$ cat src/rtl/psd_pkg.sv
package psd_pkg;

  // bytes in one sample for a size code
  function automatic logic [2:0] size_bytes(input logic [1:0] code);
    case (code)
      2'd0:    size_bytes = 3'd1;
      2'd1:    size_bytes = 3'd2;
      default: size_bytes = 3'd4;
    endcase
  endfunction

  function automatic logic [31:0] size_mask(input logic [1:0] code);
    case (code)
      2'd0:    size_mask = 32'h0000_00FF;
      2'd1:    size_mask = 32'h0000_FFFF;
      default: size_mask = 32'hFFFF_FFFF;
    endcase
  endfunction

endpackage

$ cat src/rtl/psd_rr_pick.sv
module psd_rr_pick #(
  parameter int N  = 4,
  parameter int IW = 2
) (
  input  logic [N-1:0]  req,
  input  logic [IW-1:0] ptr,
  output logic          any,
  output logic [IW-1:0] idx
);
  // scan from the highest offset down so the nearest request wins
  always_comb begin
    any = 1'b0;
    idx = '0;
    for (int k = N - 1; k >= 0; k--) begin
      if (req[(int'(ptr) + k) % N]) begin
        any = 1'b1;
        idx = IW'((int'(ptr) + k) % N);
      end
    end
  end
endmodule

$ cat src/rtl/psd_src_lane.sv
module psd_src_lane
  import psd_pkg::*;
(
  input  logic        clk,
  input  logic        rst,
  input  logic        acc,
  input  logic        last,
  input  logic [1:0]  size,
  input  logic [31:0] rdata,
  output logic        can,
  output logic        ovalid,
  output logic [31:0] odata,
  output logic        olast,
  input  logic        oready
);
  logic [31:0] pack_q, merged;
  logic [2:0]  fill_q, fill_n;

  always_comb begin
    merged = pack_q | ((rdata & size_mask(size)) << {fill_q, 3'b000});
    fill_n = fill_q + size_bytes(size);
  end

  assign can = !ovalid;

  always_ff @(posedge clk) begin
    if (rst) begin
      pack_q <= '0;
      fill_q <= '0;
      ovalid <= 1'b0;
      odata  <= '0;
      olast  <= 1'b0;
    end else begin
      if (ovalid && oready) ovalid <= 1'b0;
      if (acc) begin
        if (fill_n == 3'd4 || last) begin
          odata  <= merged;
          olast  <= last;
          ovalid <= 1'b1;
          pack_q <= '0;
          fill_q <= '0;
        end else begin
          pack_q <= merged;
          fill_q <= fill_n;
        end
      end
    end
  end

  // a presented word holds until taken
  a_r7_word_hold: assert property (@(posedge clk) disable iff (rst)
    ovalid && !oready |=> ovalid && $stable(odata) && $stable(olast));
  // no read lands while a word is waiting
  a_r7_no_read_when_full: assert property (@(posedge clk) disable iff (rst)
    acc |-> !ovalid);
endmodule

$ cat src/rtl/psd_dst_lane.sv
module psd_dst_lane
  import psd_pkg::*;
(
  input  logic        clk,
  input  logic        rst,
  input  logic        act,
  input  logic        acc,
  input  logic        last,
  input  logic [1:0]  size,
  input  logic        itvalid,
  input  logic [31:0] itdata,
  output logic        itready,
  output logic        can,
  output logic [31:0] wdata
);
  logic [31:0] word_q;
  logic        held_q;
  logic [2:0]  off_q, off_n;

  assign off_n   = off_q + size_bytes(size);
  assign itready = act && !held_q;
  assign can     = held_q;
  assign wdata   = (word_q >> {off_q, 3'b000}) & size_mask(size);

  always_ff @(posedge clk) begin
    if (rst) begin
      word_q <= '0;
      held_q <= 1'b0;
      off_q  <= '0;
    end else begin
      if (itvalid && itready) begin
        word_q <= itdata;
        held_q <= 1'b1;
        off_q  <= '0;
      end
      if (acc) begin
        if (off_n == 3'd4 || last) begin
          held_q <= 1'b0;
          off_q  <= '0;
        end else begin
          off_q <= off_n;
        end
      end
    end
  end

  // an accepted word is held in the following cycle
  a_r8_word_taken: assert property (@(posedge clk) disable iff (rst)
    itvalid && itready |=> !itready);
  // writes only drain a held word
  a_r8_write_needs_word: assert property (@(posedge clk) disable iff (rst)
    acc |-> !itready);
endmodule

$ cat src/rtl/pstream_dma.sv
module pstream_dma #(
  parameter int              NS     = 2,
  parameter int              ND     = 2,
  parameter int              AW     = 16,
  parameter int              DEPW   = 4,
  parameter int              CNTW   = 12,
  parameter logic [AW-1:0]   BASE   = 16'h0400,
  parameter logic [AW-1:0]   STRIDE = 16'h0010
) (
  input  logic                   clk,
  input  logic                   rst,
  input  logic [NS+ND-1:0]       cfg_start,
  input  logic [2*(NS+ND)-1:0]   cfg_size,
  input  logic [(NS+ND)*DEPW-1:0] cfg_depth,
  input  logic [(NS+ND)*CNTW-1:0] cfg_total,
  input  logic [NS+ND-1:0]       trig,
  output logic [NS+ND-1:0]       active,
  output logic [NS+ND-1:0]       done,
  output logic                   bus_en,
  output logic                   bus_we,
  output logic [AW-1:0]          bus_addr,
  output logic [31:0]            bus_wdata,
  input  logic [31:0]            bus_rdata,
  input  logic                   bus_rdy,
  output logic [NS-1:0]          os_tvalid,
  output logic [32*NS-1:0]       os_tdata,
  output logic [NS-1:0]          os_tlast,
  input  logic [NS-1:0]          os_tready,
  input  logic [ND-1:0]          is_tvalid,
  input  logic [32*ND-1:0]       is_tdata,
  output logic [ND-1:0]          is_tready
);
  localparam int N  = NS + ND;
  localparam int IW = (N > 1) ? $clog2(N) : 1;

  logic [CNTW-1:0] tot_q [N];
  logic [1:0]      sz_q  [N];
  logic [DEPW-1:0] dep_q [N];
  logic [N-1:0]    pend_q, can;
  logic            eng_busy;
  logic [IW-1:0]   eng_ch, rr_ptr, pick;
  logic [CNTW-1:0] eng_left, blen, dz;
  logic            pick_any, acc, last_s;
  logic [31:0]     dwd [ND];

  psd_rr_pick #(.N(N), .IW(IW)) u_pick (
    .req(active & pend_q), .ptr(rr_ptr), .any(pick_any), .idx(pick));

  assign bus_en   = eng_busy && can[eng_ch];
  assign acc      = bus_en && bus_rdy;
  assign last_s   = (tot_q[eng_ch] == CNTW'(1));
  assign bus_we   = (int'(eng_ch) >= NS);
  assign bus_addr = BASE + AW'(eng_ch) * STRIDE;
  assign dz       = CNTW'(dep_q[pick]);
  assign blen     = (dz < tot_q[pick]) ? dz : tot_q[pick];

  always_comb begin
    bus_wdata = '0;
    for (int k = 0; k < ND; k++)
      if (int'(eng_ch) == NS + k) bus_wdata = dwd[k];
  end

  for (genvar s = 0; s < NS; s++) begin : g_src
    psd_src_lane u_lane (
      .clk(clk), .rst(rst),
      .acc(acc && eng_ch == IW'(s)), .last(last_s), .size(sz_q[s]),
      .rdata(bus_rdata), .can(can[s]),
      .ovalid(os_tvalid[s]), .odata(os_tdata[32*s +: 32]),
      .olast(os_tlast[s]), .oready(os_tready[s]));
  end

  for (genvar d = 0; d < ND; d++) begin : g_dst
    psd_dst_lane u_lane (
      .clk(clk), .rst(rst), .act(active[NS+d]),
      .acc(acc && eng_ch == IW'(NS + d)), .last(last_s), .size(sz_q[NS+d]),
      .itvalid(is_tvalid[d]), .itdata(is_tdata[32*d +: 32]),
      .itready(is_tready[d]), .can(can[NS+d]), .wdata(dwd[d]));
  end

  always_ff @(posedge clk) begin
    if (rst) begin
      active   <= '0;
      done     <= '0;
      pend_q   <= '0;
      eng_busy <= 1'b0;
      eng_ch   <= '0;
      eng_left <= '0;
      rr_ptr   <= '0;
      for (int i = 0; i < N; i++) begin
        tot_q[i] <= '0;
        sz_q[i]  <= '0;
        dep_q[i] <= '0;
      end
    end else begin
      done <= '0;
      for (int i = 0; i < N; i++) begin
        if (cfg_start[i] && !active[i] && cfg_total[i*CNTW +: CNTW] != '0
            && cfg_depth[i*DEPW +: DEPW] != '0) begin
          active[i] <= 1'b1;
          tot_q[i]  <= cfg_total[i*CNTW +: CNTW];
          sz_q[i]   <= cfg_size[2*i +: 2];
          dep_q[i]  <= cfg_depth[i*DEPW +: DEPW];
          pend_q[i] <= 1'b0;
        end else if (trig[i] && active[i]) begin
          pend_q[i] <= 1'b1;
        end else if (!eng_busy && pick_any && pick == IW'(i)) begin
          pend_q[i] <= 1'b0;
        end
      end
      if (!eng_busy && pick_any) begin
        eng_busy <= 1'b1;
        eng_ch   <= pick;
        eng_left <= blen;
      end
      if (acc) begin
        tot_q[eng_ch] <= tot_q[eng_ch] - 1'b1;
        eng_left      <= eng_left - 1'b1;
        if (eng_left == CNTW'(1)) begin
          eng_busy <= 1'b0;
          rr_ptr   <= (eng_ch == IW'(N - 1)) ? '0 : eng_ch + 1'b1;
        end
        if (last_s) begin
          active[eng_ch] <= 1'b0;
          done[eng_ch]   <= 1'b1;
        end
      end
    end
  end

  // only a running channel owns the bus
  a_r2_bus_owner: assert property (@(posedge clk) disable iff (rst)
    bus_en |-> active[eng_ch]);
  // rotation moves only when a burst closes
  a_r3_ptr_moves: assert property (@(posedge clk) disable iff (rst)
    !$stable(rr_ptr) |-> $fell(eng_busy));
  // a refused access is held unchanged
  a_r10_stall_hold: assert property (@(posedge clk) disable iff (rst)
    bus_en && !bus_rdy |=> bus_en && $stable(bus_addr) && $stable(bus_wdata));
  // at most one completion per cycle, and it clears the channel
  a_r11_done_onehot: assert property (@(posedge clk) disable iff (rst)
    $onehot0(done));
  a_r11_done_drops: assert property (@(posedge clk) disable iff (rst)
    (done & active) == '0);
endmodule

$ cat config.mk
export PLATFORM = sky130hd
export DESIGN_NAME = pstream_dma
export DESIGN_NICKNAME = d
export VERILOG_FILES = /design/src/rtl/psd_pkg.sv /design/src/rtl/psd_rr_pick.sv /design/src/rtl/psd_src_lane.sv /design/src/rtl/psd_dst_lane.sv /design/src/rtl/pstream_dma.sv
export SDC_FILE = /design/constraint.sdc
export NUM_CORES = 1
export LEC_CHECK = 0
export BUFFER_PORTS_ARGS = -buffer_cell sky130_fd_sc_hd__buf_2
export CORE_ASPECT_RATIO = 2
export CORE_MARGIN = 4
export CORE_UTILIZATION = 45
export CTS_CLUSTER_DIAMETER = 40
export CTS_CLUSTER_SIZE = 14
export DETAILED_ROUTE_END_ITERATION = 10
export PLACE_DENSITY = 0.67
export SLEW_MARGIN = 20
export SYNTH_ARGS = -nofsm -noshare
export SYNTH_HDL_FRONTEND = slang
export SYNTH_HIERARCHICAL = 1
export SYNTH_SLANG_ARGS = --single-unit
$ cat constraint.sdc
create_clock -name clk -period 7.4 [get_ports clk]
set_input_delay 1.48 -clock clk [delete_from_list [all_inputs] [get_ports clk]]
set_output_delay 1.48 -clock clk [all_outputs]
set_load 0.05 [all_outputs]
After elaboration in Yosys (flattened, before gate mapping)
Memory sizes are Yosys's and may differ from the RTL's. A register that Yosys moved wholly into a read port is not among the register bits.
Index checks and enable logic that the tools add are counted.
{ "totals": {"ff_bits": 239, "out_inout_bits": 128, "mem_count": 3, "mem_bits_rw": 72} }
{ "op_classes": {"n_bitwise": 26, "eq_ne": 18, "reduce_logical": 79, "n_addsub": 11, "n_shift": 4, "mux": 111, "order_cmp": 8} }
{ "mem_list": {"columns": ["name", "depth", "width", "rd", "rd_clocked_by_memory_dff", "write_ports", "line", "rtl"], "rows": [
  ["tot_q", 4, 12, 2, 1, 5, "pstream_dma.sv:36", "logic [CNTW-1:0] tot_q [N];"],
  ["dep_q", 4, 4, 1, 0, 4, "pstream_dma.sv:38", "logic [DEPW-1:0] dep_q [N];"],
  ["sz_q", 4, 2, 4, 0, 4, "pstream_dma.sv:37", "logic [1:0] sz_q [N];"]
]} }
{ "ops": {"columns": ["op", "n"], "rows": [
  ["32-bit case mux with 2 select lines", 4],
  ["32-bit AND", 4],
  ["32-bit two-way mux", 4],
  ["12-bit two-way mux", 7],
  ["32-bit bitwise OR", 2],
  ["32-bit by 6-bit << shifter with 32-bit output", 2],
  ["32-bit by 6-bit right shift with 32-bit output", 2],
  ["1-bit two-way mux", 61],
  ["12-bit nonzero test", 4],
  ["1-bit logical AND", 34],
  ["12-bit by 1-bit equality test with 1-bit output, second input constant", 2],
  ["3-bit two-way mux", 8],
  ["4-bit two-way mux", 6],
  ["3-bit case mux with 2 select lines", 4],
  ["12-bit by 1-bit subtractor with 12-bit output, second input constant", 2],
  ["2-bit two-way mux", 11],
  ["4-bit nonzero test", 4],
  ["2-bit by 1-bit equality test with 1-bit output, second input constant", 7],
  ["2-bit nonzero test", 7],
  ["2-bit OR reduction", 7],
  ["11-bit by 6-bit adder with 12-bit output, first input constant", 1],
  ["3-bit adder", 4],
  ["3-bit equality test, second input constant", 4],
  ["2-bit logical NOT", 6],
  ["19 further kinds", 60]
]} }

Longest topological paths before layout
Gate-level depths: netlist of run 1.
An unclocked memory read counts as a cell.
{ "depth": {"ltp_word": 15, "ltp_mapped": 13, "ltp_nobuf": 12} }

Cells and area by module
Netlist of run 1, hierarchy kept.
{ "by_module_without_submodules": {"columns": ["module", "n_inst", "cells_per_inst", "area_each_um2", "seq_area_each_um2"], "rows": [
  ["psd_src_lane", 2, 355, 3034.2, 1381.3],
  ["pstream_dma", 1, 515, 5880.6, 2782.7],
  ["psd_dst_lane", 2, 258, 1988.2, 720.7],
  ["psd_rr_pick", 1, 13, 77.6, 0.0]
]} }

Worst setup path before layout of run 1
OpenSTA, ideal clock, no wires.
{ "synth_timing": {"path_kind": "reg2reg", "start": "reg active[3]", "end": "reg eng_left[3]", "synth_period_minus_slack_ns": 3.721, "path_stages_with_launch": 12, "setup_slack_ns": 3.679, "t_arrival_ns": 3.599, "setup_time_ns": 0.122, "path_cell_list": "dfxtp_1 -> and2_1 -> mux2i_1 -> a211oi_2 -> clkbuf_1 -> clkbuf_1 -> mux4_2 -> ha_1 -> a21o_1 -> a221oi_2 -> nor4b_1 -> a311o_1"} }
{ "synth_between": {"elab_chain_cells": 13, "elab_cells_between_ends": 28, "cone_classes": "1 x order compare; 22 x mux; 1 x bitwise; 2 x reduce/logical; 2 x memory"} }
{ "synth_rtl": {"columns": ["item", "line", "rtl"], "rows": [
  ["from (decl)", "pstream_dma.sv:17", "output logic [NS+ND-1:0] active,"],
  ["from (signal assigned)", "pstream_dma.sv:82", "active <= '0;"],
  ["from (signal, indexed assignment)", "pstream_dma.sv:99", "active[i] <= 1'b1;"],
  ["from (signal, indexed assignment)", "pstream_dma.sv:123", "active[eng_ch] <= 1'b0;"],
  ["4-bit AND *", "pstream_dma.sv:47", ".req(active & pend_q), .ptr(rr_ptr), .any(pick_any), .idx(pick));"],
  ["1-bit binary-select mux with 2-bit select", "psd_rr_pick.sv:15", "if (req[(int'(ptr) + k) % N]) begin"],
  ["1-bit two-way mux (implied by the code) (2 in series)", "psd_rr_pick.sv:15", null],
  ["2-bit two-way mux (3 in series)", "psd_rr_pick.sv:15", null],
  ["2-bit two-way mux *", "psd_rr_pick.sv:15", null],
  ["named net pick[0]", "pstream_dma.sv:41", "logic [IW-1:0] eng_ch, rr_ptr, pick;"],
  ["memory 4 x 4 bit / memory 4 x 12 bit (equally long branches)", null, null],
  ["4-bit by 12-bit < comparator with 1-bit output", "pstream_dma.sv:55", "assign blen = (dz < tot_q[pick]) ? dz : tot_q[pick];"],
  ["12-bit two-way mux *", "pstream_dma.sv:55", null],
  ["12-bit two-way mux *", "pstream_dma.sv:110", "if (!eng_busy && pick_any) begin"],
  ["12-bit two-way mux *", "pstream_dma.sv:115", "if (acc) begin"],
  ["to (signal assigned)", "pstream_dma.sv:113", "eng_left <= blen;"],
  ["to (signal assigned)", "pstream_dma.sv:117", "eng_left <= eng_left - 1'b1;"],
  ["to (decl)", "pstream_dma.sv:42", "logic [CNTW-1:0] eng_left, blen, dz;"]
]} }
Mark *: on every way through the listed nets, which the timed path passes. The rest lies on a longest branch. The select of a mux whose other input is x is not followed.
A chain may end at the register's enable or synchronous reset.

==> flow_summary.toml, run 1 <==
[cts]
cts_buffers = 34
insertion_delay_ps = 530
cts.sinks = 313
cts_tree = "done"
cts.reportedPaths.clkPinSlew_ps = 70
postCtsSetupBuffers = 0
cts-root-buf = "clkbuf_16"
hold_buffers = 0
htree_levels = 2
clockBufferDepth = 3
cts_resized = 0

[route]
drt-total-wl_um = 54700
viasPerCell = 5.95
drc = 0
wire_per_inst_um = 22.4
drt_iter0_drc = 996
antenna_left = 0
route.vias.total = 14500
dr.pass1.iters = 5

[critical_path]
critPathMaxFanout = 27
crit_type = "flop to flop"
r2r_cells = 9
startpoint_type = "flop"
critPathRequiredTime_ps = 7830
endpoint_kind = "flop"
cp.arrival_ps = 5020

[floorplan]
row_count = 97
coreArea_sq_mm = 0.0351
die_area_sq_mm = 0.0388
boundaryPins = 311
die_w_um = 141
start_util_pct = 45.6
die_h_um = 275

[synth]
async_flop_share_pct = 0
synth_edf_count = 72
synthTopCellsByArea = "dfxtp_1 (30%), edfxtp_1 (14%), nor2_1 (5.1%), nand2_1 (4.6%), a21oi_1 (4.3%)"
synth_cells = 1754
synth_ff_type = "dfxtp_1"
synth_largest_area_cell = "dfxtp_1"
syn_area_per_cell_sq_um = 9.12
ys_types = 74
ys_seq_area_share_pct = 43.7
syn-cell-area_sq_mm = 0.0160
yosys-top-cells-count = "dfxtp_1 (241), nor2_1 (219), nand2_1 (194), a21oi_1 (139), a211oi_1 (84)"
ys_warn_count = 6
synth_most_common_cell = "dfxtp_1"
ys_seq_elements = 313
yosys.area.top_type_share_pct = 30.1

[global_routing]
grt_max_degree = 119
grt_pass1_wl_um = 81000
grt-ovfl-total = 0
top_usage_layer = "met2"
grt_pass1_vias = 14300
antenna_found_initial = 12
grt_usage_pct = 26.9
grt_use_met3_pct = 5.76
met1_usage_pct = 27.5
grtUsageMet2_pct = 49.1

[cells_and_area]
fin_nets = 2173
area_delta_synth_final_pct = 16.0
layout-drive-gt1-share_pct = 20.9
fill_cells = 3344

[placed_design]
place_hpwl_um = 41500
pre_cts_ws_ps = 2770
finalWeightedCongestion = 0.961
portBuffers = 296

[timing]
fin_tns_setup_ps = 0
slew_headroom_pct = 19.8
clock.fmax_ghz = 0.218
period_share_pct = 62.0
clock_skew_ps = 20.9
rsz0062_at_grt = "no"
drv_slew = 0
layout_setup_ws_ps = 2810
worst_pin_slew_ps = 1200
setup_violations = 0
hold_viol = 0
fin_crit_ps = 4590
whs_ps = 454

[hold_path]
hold_depth = 2
min_path_type = "flop to flop"

[run]
cap_violations = 0

[power]
total_power_mw = 4.02
p_leak_nw = 7.00
power_density_mw_per_mm2 = 217
vdd.ir_drop.worst_uv = 220

[outcome]
outcome = "finished, final reports clean"
[layout by cell type (no fill, tap or decap), types with 35 or more instances in the layout]
cell type  synthesis  final
a211oi_1          84     84
a21oi_1          139    139
and2_1            51     51
buf_2             41    295
clkbuf_16          0     35
dfxtp_1          241    240
edfxtp_1          72     72
mux2i_1           56     56
nand2_1          194    194
nor2_1           219    219
nor2b_1           41     39
nor3_1            68     68
o21ai_0           51     51
[critical path, cell delays in order, from the launching register on]
cell	delay [ps]
dfxtp_1	790
mux4_2	720
ha_1	250
nor2b_1	130
nand4_1	170
inv_1	330
and2_1	340
a21oi_4	580
nand2b_1	780
nor3_1	370
[final cells by class]
class,instances,area (sq um),area share [%]
diodes,9,22.5,0.121
clock buffers,42,922,4.97
clock inverters,14,146,0.789
inverters,23,86.3,0.465
multi-input cells,1291,8260,44.5
flip-flops and latches,313,6990,37.7
well taps,445,557,3.00
repair buffers,308,1580,8.50
[logic make-up (layout without fill, tap and decap cells)]
| logic type | count (synthesis) | after routing | synth area share, % |
|---|---|---|---|
| compound gates | 443 | 443 | 19.3 |
| simple gates | 714 | 714 | 22.1 |
| flops | 313 | 313 | 43.7 |
| other cells | 2 | 23 | 0.0469 |
| xor+xnor | 23 | 23 | 1.48 |
| buf+inv | 162 | 387 | 5.10 |
| mux | 78 | 78 | 6.60 |
| fa+ha+maj | 19 | 19 | 1.67 |
[where the power goes]
part           leakage, nW  switching, mW  internal, mW
logic                 3.76          0.313         0.165
registers             2.73         0.0596          1.81
clock network        0.516          0.731         0.937
[stage by stage]
step	cell area [sq um]	utilization (%)	cells
final	18600	52.9	2445
after floorplan	16000	-	1766
after global routing	18500	52.9	2440
after detailed placement	17500	49.8	2380
after global placement	17500	49.8	2380
after CTS	18500	52.8	2436
[worst paths after layout]
path | startpoint | endpoint | slack (ps)
worst max-delay path | flop | g_src[1].u_lane/pack_q[19]$_SDFFE_PP0P_ | 2810
worst min-delay path | g_dst[0].u_lane/word_q[15]$_SDFFE_PP0P_ | g_dst[0].u_lane/word_q[15]$_SDFFE_PP0P_ | 450
worst max register to register | flop | g_src[1].u_lane/pack_q[19]$_SDFFE_PP0P_ | 2810
worst min register to register | g_dst[0].u_lane/word_q[15]$_SDFFE_PP0P_ | g_dst[0].u_lane/word_q[15]$_SDFFE_PP0P_ | 450
[flip-flops by register name, indices dropped and copies added, names as in the netlist, named ones only]
signal               flops
eng_ch                   2
pend_q                   4
dep_q                   16
g_dst.u_lane/off_q       6
rr_ptr                   2
tot_q                   48
g_src.u_lane/fill_q      6
active                   4
g_src.u_lane/pack_q     64
g_src.u_lane/odata      64
g_dst.u_lane/can         2
g_src.u_lane/ovalid      2
g_dst.u_lane/word_q     64
sz_q                     8
eng_busy                 1
done                     4
eng_left                12
g_src.u_lane/olast       2
[layer usage]
layer  wire [um]  part of all wire, %
met5          40                0.073
met3        3980                  7.3
met1       18400                   34
met4        3860                  7.1
met2       28400                   52
(Power assumes the default switching activity.)
==> run 2: changes to the inputs <==
--- a/config.mk
+++ b/config.mk
@@ -5,6 +5,7 @@
 export SDC_FILE = /design/constraint.sdc
 export NUM_CORES = 1
 export LEC_CHECK = 0
+export ABC_AREA = 1
 export BUFFER_PORTS_ARGS = -buffer_cell sky130_fd_sc_hd__buf_2
 export CORE_ASPECT_RATIO = 2
 export CORE_MARGIN = 4
@@ -12,7 +13,7 @@
 export CTS_CLUSTER_DIAMETER = 40
 export CTS_CLUSTER_SIZE = 14
 export DETAILED_ROUTE_END_ITERATION = 10
-export PLACE_DENSITY = 0.67
+export PLACE_DENSITY = 0.69
 export SLEW_MARGIN = 20
 export SYNTH_ARGS = -nofsm -noshare
 export SYNTH_HDL_FRONTEND = slang
==> constraint.sdc (replaced) <==
create_clock -name clk -period 3.7 [get_ports clk]
set_input_delay 0.74 -clock clk [delete_from_list [all_inputs] [get_ports clk]]
set_output_delay 0.74 -clock clk [all_outputs]
set_load 0.05 [all_outputs]
==> run 2 against run 1 <==
  * Clock skew down 3.5 ps
  * Sequential cell count unchanged
  * Routed wire length up 6.9%
  * Setup slack worse by 2500 ps
  * First-iteration DRC count up 21%
  * Largest cell class unchanged
  * Area after synthesis up 11%
  * Combinational power rose to 2.9 times the previous value
  * Utilization about the same
  * Clock power up 110%
  * Clock-buffer cell count up 4
  * Synthesized cell count up 51%
==> flow_summary.toml, run 2 <==
[outcome]
outcome = "finished, final reports clean"

[global_routing]
grtUsageMet2_pct = 48.9
grt_usage_pct = 26.2
top_usage_layer = "met2"
met1_usage_pct = 27.8
grt_max_degree = 61
grt_use_met3_pct = 3.31
grt_pass1_wl_um = 89000
grt-ovfl-total = 0
antenna_found_initial = 4
grt_pass1_vias = 17000

[synth]
yosys.area.top_type_share_pct = 27.3
synth_cells = 2653
async_flop_share_pct = 0
synth_most_common_cell = "nand2_1"
syn-cell-area_sq_mm = 0.0177
ys_seq_elements = 313
ys_seq_area_share_pct = 39.5
ys_types = 56
synthTopCellsByArea = "dfxtp_1 (27%), nand2_1 (16%), edfxtp_1 (12%), inv_1 (6.7%), nor2_1 (6.4%)"
synth_ff_type = "dfxtp_1"
syn_area_per_cell_sq_um = 6.67
synth_edf_count = 72
synth_largest_area_cell = "dfxtp_1"
ys_warn_count = 6
yosys-top-cells-count = "nand2_1 (765), inv_1 (314), nor2_1 (302), dfxtp_1 (241)"

[timing]
slew_headroom_pct = 35.0
period_share_pct = 92.8
hold_viol = 0
rsz0062_at_grt = "no"
clock.fmax_ghz = 0.291
setup_violations = 0
drv_slew = 0
fin_crit_ps = 3430
clock_skew_ps = 17.4
worst_pin_slew_ps = 974
fin_tns_setup_ps = 0

[route]
viasPerCell = 5.16
dr.pass1.iters = 8
drc = 0
route.vias.total = 17800
drt_iter0_drc = 1209
antenna_left = 0
drt-total-wl_um = 58500
wire_per_inst_um = 17.0

[power]
vdd.ir_drop.worst_uv = 293
power_density_mw_per_mm2 = 421
p_leak_nw = 10.0

[cells_and_area]
fill_cells = 3964
fin_util_pct = 52.9
layout_common_cells = "nand2_1 (764), inv_1 (314), nor2_1 (302)"
fin_nets = 3092
largestRegisters = "g_dst.u_lane/word_q x64, g_src.u_lane/odata x64, g_src.u_lane/pack_q x64"
layout-drive-gt1-share_pct = 16.1
layout_commonest_cell = "nand2_1"
area_delta_synth_final_pct = 16.0

[placed_design]
place_hpwl_um = 45400
finalWeightedCongestion = 0.953
portBuffers = 296

[critical_path]
cp.depth = 6
r2r_cells = 24
cp.arrival_ps = 2690
critPathRequiredTime_ps = 2960
crit_type = "flop to primary output"
endpoint_kind = "primary output"
critPathMaxFanout = 20
crit_path_cell_trace = "buf_4, o21ai_0, a21oi_1, nand3_1, nand2_1, buf_2"
critPathBufInv = 2
cp_slowest_stage_delay_ps = 770
crit_path_top_delay_cell = "dfxtp_1"
cp_top_family = "flip-flops"
startpoint_type = "flop"

[cts]
cts.reportedPaths.clkPinSlew_ps = 60
cts-root-buf = "clkbuf_16"
cts_buffers = 36
insertion_delay_ps = 540
cts.sinks = 313
htree_levels = 2
postCtsSetupBuffers = 0
clockBufferDepth = 3
cts_tree = "done"

[floorplan]
die_h_um = 288
die_area_sq_mm = 0.0427
start_util_pct = 45.6
coreArea_sq_mm = 0.0388
boundaryPins = 311
die_w_um = 148
row_count = 102

[hold_path]
min_path_type = "flop to flop"
hold_depth = 2

[run]
cap_violations = 0
-- run 2: metrics by stage --
step,setup slack (ps),total power [mW],instances,cell area (sq um),hold WS [ps]
after global placement,427,5.16,3372,19300,440
after detailed placement,308,5.18,3372,19300,444
final,265,8.63,3441,20500,451
after CTS,262,8.69,3436,20500,453
after floorplan,636,4.71,2665,17700,432
after global routing,121,8.97,3439,20500,468
-- run 2: cell type report --
type                    instances  area [sq um]  area share [%]
diodes                          5          12.5          0.0610
clock buffers                  46          1000            4.88
clock inverters                18           165           0.805
inverters                     336          1260            6.15
multi-input cells            1871          8680            42.3
flip-flops and latches        313          6990            34.1
well taps                     520           651            3.17
repair buffers                332          1760            8.60
-- run 2: logic make-up (layout without fill, tap and decap cells) --
family | Yosys count | in the layout | share of synthesized area [%]
XOR/XNOR | 9 | 9 | 0.488
AND/OR/NAND/NOR | 1332 | 1332 | 31.2
flip-flops | 313 | 313 | 39.5
other | 2 | 19 | 0.0424
buffers and inverters | 481 | 732 | 11.8
AO/OA/AOI/OAI | 497 | 497 | 15.5
adder cells (fa/ha/maj) | 19 | 19 | 1.51
-- run 2: path summary, 6_finish.rpt --
| kind | slack (ps) | end | startpoint |
|---|---|---|---|
| max | 270 | bus_wdata[11] | g_dst[0].u_lane/off_q[0]$_SDFFE_PP0P_ |
| max reg2reg | 500 | eng_left[3]$_SDFFE_PP0P_ | active[1]$_SDFF_PP0_ |
| min | 450 | g_src[1].u_lane/pack_q[8]$_SDFFE_PP0P_ | g_src[1].u_lane/pack_q[8]$_SDFFE_PP0P_ |
| min reg2reg | 450 | g_src[1].u_lane/pack_q[8]$_SDFFE_PP0P_ | g_src[1].u_lane/pack_q[8]$_SDFFE_PP0P_ |
-- run 2: repair_timing --
item | CTS | global route
gates resized for setup | 0 | 4
endpoints found under the setup margin | 0 | 4
hold buffers | 0 | 0
-- run 2: worst reg2reg max path: cells and delay by family (launching register included) --
family	cells	cell delay [ps]
simple gates	16	1540
compound gates	3	620
flops	1	380
buf+inv	4	310
fa+ha+maj	1	280
-- run 2: power breakdown --
| part | internal [mW] | total (mW) | switching (mW) |
|---|---|---|---|
| clock | 1.97 | 3.52 | 1.55 |
| combinational | 0.405 | 1.37 | 0.965 |
| sequential | 3.65 | 3.75 | 0.0994 |
-- run 2: metal layers --
layer,part of all wire (%),wire length (um)
met1,37,21300
met4,6.4,3730
met3,5.1,3010
met5,0,0
met2,52,30400
